$ cat config.mk
export PLATFORM = sky130hd
export DESIGN_NAME = resv_tracker
export DESIGN_NICKNAME = d
export VERILOG_FILES = /design/src/rtl/resv_pkg.sv /design/src/rtl/resv_ea_calc.sv /design/src/rtl/resv_slot.sv /design/src/rtl/resv_store_ctrl.sv /design/src/rtl/resv_tracker.sv
export SDC_FILE = /design/constraint.sdc
export NUM_CORES = 1
export LEC_CHECK = 0
export BUFFER_PORTS_ARGS = -buffer_cell sky130_fd_sc_hd__buf_2
export CORE_AREA = 10 10 163 165
export DETAILED_ROUTE_END_ITERATION = 8
export DIE_AREA = 0 0 173 175
export HOLD_SLACK_MARGIN = 0.1
export PLACE_DENSITY = 0.5
export RECOVER_POWER = 50
export SETUP_SLACK_MARGIN = 0.3
export SLEW_MARGIN = 20
export SYNTH_ARGS = -nofsm -noshare
export SYNTH_HDL_FRONTEND = slang
export SYNTH_SLANG_ARGS = --single-unit
export TNS_END_PERCENT = 10
$ cat constraint.sdc
create_clock -name clk -period 3.11 [get_ports clk]
set_input_delay 0 -clock clk [delete_from_list [all_inputs] [get_ports clk]]
set_output_delay 0 -clock clk [all_outputs]
set_load 0.01 [all_outputs]
$ cat src/rtl/resv_pkg.sv
package resv_pkg;
  // Kind of request presented in one clock
  typedef enum logic [1:0] {
    REQ_IDLE    = 2'b00,
    REQ_RESERVE = 2'b01,
    REQ_STORE   = 2'b10,
    REQ_BOTH    = 2'b11
  } req_kind_e;

  function automatic req_kind_e classify(input logic reserve, input logic cstore);
    return req_kind_e'({cstore, reserve});
  endfunction
endpackage

$ cat src/rtl/resv_ea_calc.sv
module resv_ea_calc #(
  parameter int ADDR_W = 32
) (
  input  logic              ra_zero_i,
  input  logic [ADDR_W-1:0] ra_val_i,
  input  logic [ADDR_W-1:0] rb_val_i,
  output logic [ADDR_W-1:0] ea_o
);
  // the base operand is dropped when its register field is zero
  function automatic logic [ADDR_W-1:0] form_ea(input logic zero,
                                                input logic [ADDR_W-1:0] a,
                                                input logic [ADDR_W-1:0] b);
    return zero ? b : a + b;
  endfunction

  always_comb ea_o = form_ea(ra_zero_i, ra_val_i, rb_val_i);
endmodule

$ cat src/rtl/resv_slot.sv
module resv_slot #(
  parameter int ADDR_W   = 32,
  parameter int GRAN_LSB = 2
) (
  input  logic              clk,
  input  logic              rst_n,
  input  logic              take_i,
  input  logic              consume_i,
  input  logic [ADDR_W-1:0] ea_i,
  output logic              held_o,
  output logic              same_gran_o
);
  localparam int TAG_W = ADDR_W - GRAN_LSB;

  logic             held_q;
  logic [TAG_W-1:0] tag_q;

  function automatic logic [TAG_W-1:0] gran_tag(input logic [ADDR_W-1:0] a);
    return a[ADDR_W-1:GRAN_LSB];
  endfunction

  // a reserve wins over the consume of the same clock
  always_ff @(posedge clk or negedge rst_n) begin
    if (!rst_n) begin
      held_q <= 1'b0;
      tag_q  <= '0;
    end else if (take_i) begin
      held_q <= 1'b1;
      tag_q  <= gran_tag(ea_i);
    end else if (consume_i) begin
      held_q <= 1'b0;
    end
  end

  assign held_o      = held_q;
  assign same_gran_o = (gran_tag(ea_i) == tag_q);

  a_r6_reserve_holds: assert property (@(posedge clk) disable iff (!rst_n)
    take_i |=> held_o);
  a_r4_store_drops: assert property (@(posedge clk) disable iff (!rst_n)
    (consume_i && !take_i) |=> !held_o);
  a_r8_idle_keeps: assert property (@(posedge clk) disable iff (!rst_n)
    (!consume_i && !take_i) |=> held_o == $past(held_o));
endmodule

$ cat src/rtl/resv_store_ctrl.sv
module resv_store_ctrl #(
  parameter int ADDR_W = 32,
  parameter int DATA_W = 32
) (
  input  logic              clk,
  input  logic              rst_n,
  input  logic              cstore_i,
  input  logic              held_i,
  input  logic              same_gran_i,
  input  logic [ADDR_W-1:0] ea_i,
  input  logic [DATA_W-1:0] data_i,
  output logic              wr_req_o,
  output logic [ADDR_W-1:0] wr_addr_o,
  output logic [DATA_W-1:0] wr_data_o,
  output logic [DATA_W/8-1:0] wr_be_o,
  output logic              success_o,
  output logic              done_o,
  output logic              mismatch_o
);
  localparam int BE_W = DATA_W / 8;

  logic fire_w;
  logic stray_w;

  assign fire_w  = cstore_i && held_i;
  assign stray_w = fire_w && !same_gran_i;

  always_ff @(posedge clk or negedge rst_n) begin
    if (!rst_n) begin
      wr_req_o   <= 1'b0;
      wr_addr_o  <= '0;
      wr_data_o  <= '0;
      wr_be_o    <= '0;
      success_o  <= 1'b0;
      done_o     <= 1'b0;
      mismatch_o <= 1'b0;
    end else begin
      wr_req_o   <= fire_w;
      success_o  <= fire_w;
      done_o     <= cstore_i;
      mismatch_o <= stray_w;
      wr_be_o    <= fire_w ? {BE_W{1'b1}} : '0;
      if (fire_w) begin
        wr_addr_o <= ea_i;
        wr_data_o <= data_i;
      end
    end
  end

  a_r2_write_when_held: assert property (@(posedge clk) disable iff (!rst_n)
    (cstore_i && held_i) |=> (done_o && success_o && wr_req_o));
  a_r3_no_write_when_free: assert property (@(posedge clk) disable iff (!rst_n)
    (cstore_i && !held_i) |=> (done_o && !success_o && !wr_req_o));
  a_r7_full_word: assert property (@(posedge clk) disable iff (!rst_n)
    wr_req_o |-> wr_be_o == {BE_W{1'b1}});
  a_r7_req_only_on_done: assert property (@(posedge clk) disable iff (!rst_n)
    wr_req_o |-> done_o);
  a_r5_no_flag_on_fail: assert property (@(posedge clk) disable iff (!rst_n)
    !success_o |-> !mismatch_o);
endmodule

$ cat src/rtl/resv_tracker.sv
module resv_tracker #(
  parameter int ADDR_W   = 32,
  parameter int DATA_W   = 32,
  parameter int GRAN_LSB = 2
) (
  input  logic              clk,
  input  logic              rst_n,
  input  logic              ra_zero_i,
  input  logic [ADDR_W-1:0] ra_val_i,
  input  logic [ADDR_W-1:0] rb_val_i,
  input  logic              reserve_i,
  input  logic              cstore_i,
  input  logic [DATA_W-1:0] store_data_i,
  output logic              wr_req_o,
  output logic [ADDR_W-1:0] wr_addr_o,
  output logic [DATA_W-1:0] wr_data_o,
  output logic [DATA_W/8-1:0] wr_be_o,
  output logic              success_o,
  output logic              done_o,
  output logic              mismatch_o
);
  import resv_pkg::*;

  logic [ADDR_W-1:0] ea_w;
  logic              held_w;
  logic              same_gran_w;
  req_kind_e         kind_w;
  logic              take_w;
  logic              consume_w;

  assign kind_w    = classify(reserve_i, cstore_i);
  assign take_w    = (kind_w == REQ_RESERVE) || (kind_w == REQ_BOTH);
  assign consume_w = (kind_w == REQ_STORE)   || (kind_w == REQ_BOTH);

  resv_ea_calc #(.ADDR_W(ADDR_W)) ea_i (
    .ra_zero_i (ra_zero_i),
    .ra_val_i  (ra_val_i),
    .rb_val_i  (rb_val_i),
    .ea_o      (ea_w)
  );

  resv_slot #(.ADDR_W(ADDR_W), .GRAN_LSB(GRAN_LSB)) slot_i (
    .clk         (clk),
    .rst_n       (rst_n),
    .take_i      (take_w),
    .consume_i   (consume_w),
    .ea_i        (ea_w),
    .held_o      (held_w),
    .same_gran_o (same_gran_w)
  );

  resv_store_ctrl #(.ADDR_W(ADDR_W), .DATA_W(DATA_W)) st_i (
    .clk         (clk),
    .rst_n       (rst_n),
    .cstore_i    (consume_w),
    .held_i      (held_w),
    .same_gran_i (same_gran_w),
    .ea_i        (ea_w),
    .data_i      (store_data_i),
    .wr_req_o    (wr_req_o),
    .wr_addr_o   (wr_addr_o),
    .wr_data_o   (wr_data_o),
    .wr_be_o     (wr_be_o),
    .success_o   (success_o),
    .done_o      (done_o),
    .mismatch_o  (mismatch_o)
  );

  // a same-clock pair is judged on the old state and leaves a fresh hold
  a_r9_pair_rearms: assert property (@(posedge clk) disable iff (!rst_n)
    (reserve_i && cstore_i) |=> (done_o && held_w));
endmodule

Word-level counts from Yosys, hierarchy flattened
Cells that the tools add are included.
Widths: inputs -> output; s select.
Word-level totals
  memories: 0
  memory bits (writable): 0
  word-level logic and storage cells: 23
  flip-flop bits (word level): 102
  bits in read-only memories: 0
  latch bits: 0
  bits of input ports: 101
  output and inout bits: 72
Cells by class
  shift-type cells: 0
  equal/unequal tests: 4
  reductions and logical operators: 6
  multiplexer cells: 4
  divide/modulo/power cells: 0
  bitwise logic cells: 0
  add/sub/neg operators: 1
  multiply operators: 0
  order comparisons: 0
Operators by type and width (count)
  $add 32x32->32: 1
  $mux 32: 1
  $eq 30x30->1: 1
  $eq 2x2->1 const B: 2
  $mux 4: 1
  $eq 2x1->1 const B: 1
  $logic_and 1x1->1: 2
  $logic_or 1x1->1: 2
  $mux 1: 2
  $reduce_bool 2->1: 1
  $logic_not 1->1: 1

Logic depth before layout (Yosys ltp)
  depth in word-level cells: 5
  mapped depth: 13
  depth with buffers taken out: 13

Modules after synthesis
Synthesis repeated with hierarchy kept, for this count alone.
Unflattened totals
  cell total of the unflattened synthesis: 578
  area total of the unflattened synthesis: 6316.1 µm²
Modules (own cells, without submodules)
  resv_store_ctrl: cells an instance 145, area an instance 2701.3 µm², sequential area each 1676.6 µm², times used 1
  resv_ea_calc: cells an instance 325, area an instance 2137.0 µm², sequential area each 0.0 µm², times used 1
  resv_slot: cells an instance 106, area an instance 1470.2 µm², sequential area each 775.7 µm², times used 1
  resv_tracker: cells an instance 2, area an instance 7.5 µm², sequential area each 0.0 µm², times used 1

Worst setup path after synthesis
OpenSTA, ideal clock, no wires.
  kind: in2reg
  start: in ra_val_i[0]
  end: reg st_i.mismatch_o
  data required time: 2.981 ns
  buffers on the path: 0
  cell stages on the path: 13
  arrival: 2.516 ns
  path slack: 0.464 ns
  path through: ha_1 > inv_1 > fa_1 > nor2b_4 > o31a_4 > or3_4 > a31oi_4 > xor2_1 > o2111ai_1 > or4_1 > nor4_1 > and4_1 > nor2_1
Between the ends
  longest elaborated chain between the ends: 5
Ends and longest elaborated chain
  start, declared: RTL line resv_tracker.sv:9  | input logic [ADDR_W-1:0] ra_val_i,
  $add 32x32->32: RTL line resv_ea_calc.sv:13  | return zero ? b : a + b;
  $mux 32: RTL line resv_ea_calc.sv:13
  $eq 30x30->1: RTL line resv_slot.sv:36  | assign same_gran_o = (gran_tag(ea_i) == tag_q);
  $logic_not 1->1: RTL line resv_store_ctrl.sv:26  | assign stray_w = fire_w && !same_gran_i;
  $logic_and 1x1->1: RTL line resv_store_ctrl.sv:26
  via st_i.stray_w: RTL line resv_store_ctrl.sv:23  | logic stray_w;
  end signal, assigned: RTL line resv_store_ctrl.sv:41  | mismatch_o <= stray_w;
  end, declared: RTL line resv_store_ctrl.sv:18  | output logic mismatch_o
The timed path passes the listed nets, and every way through them passes these cells.
A chain may end at the register's enable or synchronous reset.

Worst setup path in the final report
  start: in rb_val_i[0]
  end: reg st_i.mismatch_o
Between the ends
  longest elaborated chain between the ends: 5
Ends and longest elaborated chain
  start, declared: RTL line resv_tracker.sv:10  | input logic [ADDR_W-1:0] rb_val_i,
  $add 32x32->32: RTL line resv_ea_calc.sv:13
  $mux 32: RTL line resv_ea_calc.sv:13
  $eq 30x30->1: RTL line resv_slot.sv:36
  $logic_not 1->1: RTL line resv_store_ctrl.sv:26
  $logic_and 1x1->1: RTL line resv_store_ctrl.sv:26
  via st_i.stray_w: RTL line resv_store_ctrl.sv:23
The timed path passes the listed nets, and every way through them passes these cells.

==> impl_metrics.env <==
export IMPL_outcome="complete, but fails checks"
export IMPL_failed_checks="capacitance limit, slew limit"
export IMPL_p_leak_nw=4.03
export IMPL_clk_pin_slew_worst_paths_ns=0.07
export IMPL_area_delta_synth_final_pct=33.3
export IMPL_yosysMostFrequentCell="dfrtp_1"
export IMPL_die_x_um=173
export IMPL_clkLatencyLatePin_ns=0.35
export IMPL_p_sw_mw=1.52
export IMPL_grt_first_pass_wirelength_um=38600
export IMPL_cts_buffers=9
export IMPL_ys_seq_elements=98
export IMPL_critPathKind="input port to register"
export IMPL_clock_sinks=98
export IMPL_async_reset_ff_share_pct=100
export IMPL_pin_count=173
export IMPL_worst_setup_path_end_kind="register"
export IMPL_hold_path_class="input port to register"
export IMPL_crit_path_start_kind="input port"
export IMPL_synth_edf_count=0
export IMPL_fin_area_um2=9230
export IMPL_maxSlewViolCount=81
export IMPL_netSwitchingFraction_pct=35.3
export IMPL_p_seq_share_pct=37.5
export IMPL_via_count=6764
export IMPL_cts_tree="built"
export IMPL_dpl_cell_area_um2=8430
export IMPL_arrival_ns=2.89
export IMPL_power_density_nw_per_um2=465
export IMPL_fin_skew_ns=0.00602
export IMPL_syn_inst=785
export IMPL_drc=0
export IMPL_drv_cap=1
export IMPL_syn_area_per_cell_um2=8.82
export IMPL_yosys_top_cells_area="dfrtp_1 35%, ha_1 5.6%, mux2_2 5.5%"
export IMPL_grt_pass1_vias=6850
export IMPL_finalCriticalPeriod_ns=2.68
export IMPL_fp_row_count=56
export IMPL_dp_hpwl_um=19100
export IMPL_portBuffers=172
export IMPL_cts_htree_levels=3
export IMPL_vdd_ir_drop_max_uv=254
export IMPL_drtAntennaViolNets=0
export IMPL_layout_setup_ws_ns=0.434
export IMPL_nNetsFinal=1160
export IMPL_ys_flop_type="dfrtp_1"
export IMPL_drt_iter0_markers=385
export IMPL_ys_top_cells_by_count="98 x dfrtp_1, 82 x nand2_1, 69 x o21ai_0, 60 x a21oi_1, 59 x nor2_1"
export IMPL_viasPerCell=5.01
export IMPL_grt_overflow_total=0
export IMPL_setup_tns_ns=0
export IMPL_syn_area_um2=6920
export IMPL_coreArea_um2=23300
export IMPL_dieArea_um2=30300
export IMPL_place_congestion=0.852
export IMPL_synth_top_area_share_pct=35.4
export IMPL_period_share_pct=86.0
export IMPL_crit_fanout=6
export IMPL_antenna_found_initial=1
export IMPL_grt_max_degree=81
export IMPL_yosysWarnings=0
export IMPL_wl_um=24300
export IMPL_track_usage_pct=15.6
export IMPL_cp_required_ns=3.32
export IMPL_clock_fmax_mhz=374
export IMPL_firstDrtPassIters=5
export IMPL_clk_path_buf_depth=2
export IMPL_start_util_pct=29.8
export IMPL_final_layout_size_suffix_gt1_share_pct=25.9
export IMPL_p_clk_share_pct=26.9
export IMPL_rsz0062_at_grt="false"
export IMPL_die_y_um=175
export IMPL_synth_area_leader_cell="dfrtp_1"
export IMPL_combPwrFrac_pct=35.6
export IMPL_r2r_slack_ns=0.53
export IMPL_clock_tree_root_cell="clkbuf_16"
export IMPL_place_ws_ns=-0.0455
export IMPL_antenna_cells=0
export IMPL_synth_seq_area_share_pct=35.4
export IMPL_internal_power_mw=2.77
export IMPL_hold_viol=0
export IMPL_wl_per_cell_um=18.0
export IMPL_setup_violations=0
export IMPL_ys_types=83
export IMPL_slew_headroom_pct=-38.9
export IMPL_syn_nets=918
export IMPL_worst_slew_pin_slew_ns=2.08
[routing by layer]
metal	part of all wire [%]	global-route usage (%)
met3	4.4	3.56
met2	50	27.1
met5	0.037	0
met1	45	19.5
met4	1.4	2.95
[layout make-up]
cell class	instances	area, um2
Timing Repair Buffer	284	1720
Multi-Input combinational cell	616	4280
Tap cell	319	399
Inverter	18	67.6
Fill cell	2458	14000
Clock buffer	9	225
Sequential cell	98	2450
Clock inverter	7	76.3
[cells in the final DEF (no fill, tap or decap), types with 7 or more instances in the layout]
master / n
mux2_2: 34
o211a_1: 7
o21a_1: 7
and2_1: 9
o31a_1: 9
xor2_1: 15
o21ai_1: 7
xnor2_1: 21
clkbuf_1: 64
nand3_1: 17
ha_1: 30
inv_1: 16
clkbuf_16: 9
a211o_1: 7
nand4_1: 8
nor4_1: 7
or3_1: 8
and3_1: 12
buf_2: 107
nor3b_1: 9
nor2_1: 59
a21o_1: 11
nor3_1: 14
buf_4: 71
o21ai_0: 64
dlygate4sd3_1: 41
dfrtp_1: 98
nand2_1: 82
a21oi_1: 60
o211ai_1: 10
[through the flow]
stage                     instances  hold WS (ns)  total power, mW  utilization, %
final                          1351         0.113             4.29            39.7
after global routing           1351         0.132             4.58            39.7
after CTS                      1347         0.108             4.34            39.3
after detailed placement       1290         0.167             3.11            36.2
after global placement         1290         0.165             3.10            36.2
after floorplan                 785        -0.296             2.48               -
[power groups by stage]
| stage | clock network, mW | registers, mW | logic, mW |
|---|---|---|---|
| 3_5_place_dp | 0 | 1.63 | 1.49 |
| 5_1_grt | 1.24 | 1.64 | 1.70 |
| 6_report | 1.15 | 1.61 | 1.53 |
| 3_3_place_gp | 0 | 1.62 | 1.48 |
| 4_1_cts | 1.21 | 1.60 | 1.53 |
| 2_1_floorplan | 0 | 1.68 | 0.804 |
[registers in the layout, summed over array words and instances, names as in the netlist]
signal and flops:
st_i.wr_addr_o 32, st_i.done_o 1, slot_i.held_o 1, st_i.wr_data_o 32
st_i.mismatch_o 1, st_i.wr_be_o 1, slot_i.tag_q 30
[critical path, stage by stage]
cell,delay [ns]
buf_2,0.12
ha_4,0.15
inv_2,0.05
fa_2,0.26
nor2b_4,0.06
o31a_4,0.36
buf_4,0.14
o211a_1,0.22
a221oi_2,0.17
buf_4,0.16
xnor2_2,0.10
o21ai_1,0.08
or4_4,0.52
nor4_4,0.24
and4_1,0.21
nor2_1,0.04
[cell families (layout without fill, tap and decap cells)]
logic type | after synthesis | in the layout | synth area share, %
flops | 98 | 98 | 35.4
mux | 39 | 39 | 6.25
compound gates | 244 | 244 | 23.7
xor+xnor | 39 | 39 | 4.93
fa+ha+maj | 32 | 32 | 5.89
buf+inv | 71 | 318 | 4.68
simple gates | 262 | 262 | 19.1
[what timing repair did]
item                                    4_1_cts  5_1_grt
hold buffers                                 41        0
endpoints found under the hold margin       126        0
setup buffers                                 0        4
gates resized for setup                       0       31
endpoints found under the setup margin        0        3
[worst paths after layout]
| path | startpoint | to | cells past startpoint |
|---|---|---|---|
| max in group asynchronous | rst_n | st_i.wr_data_o[14] | 3 |
| worst max register to register | slot_i.tag_q[25] | st_i.mismatch_o | 9 |
| worst min-delay path | ra_zero_i | st_i.wr_addr_o[1] | 3 |
| worst min register to register | st_i.wr_addr_o[16] | st_i.wr_addr_o[16] | 2 |
| worst max-delay path | rb_val_i[0] | st_i.mismatch_o | 16 |
| min in group asynchronous | rst_n | st_i.wr_addr_o[28] | 2 |
(Power assumes the default switching activity.)
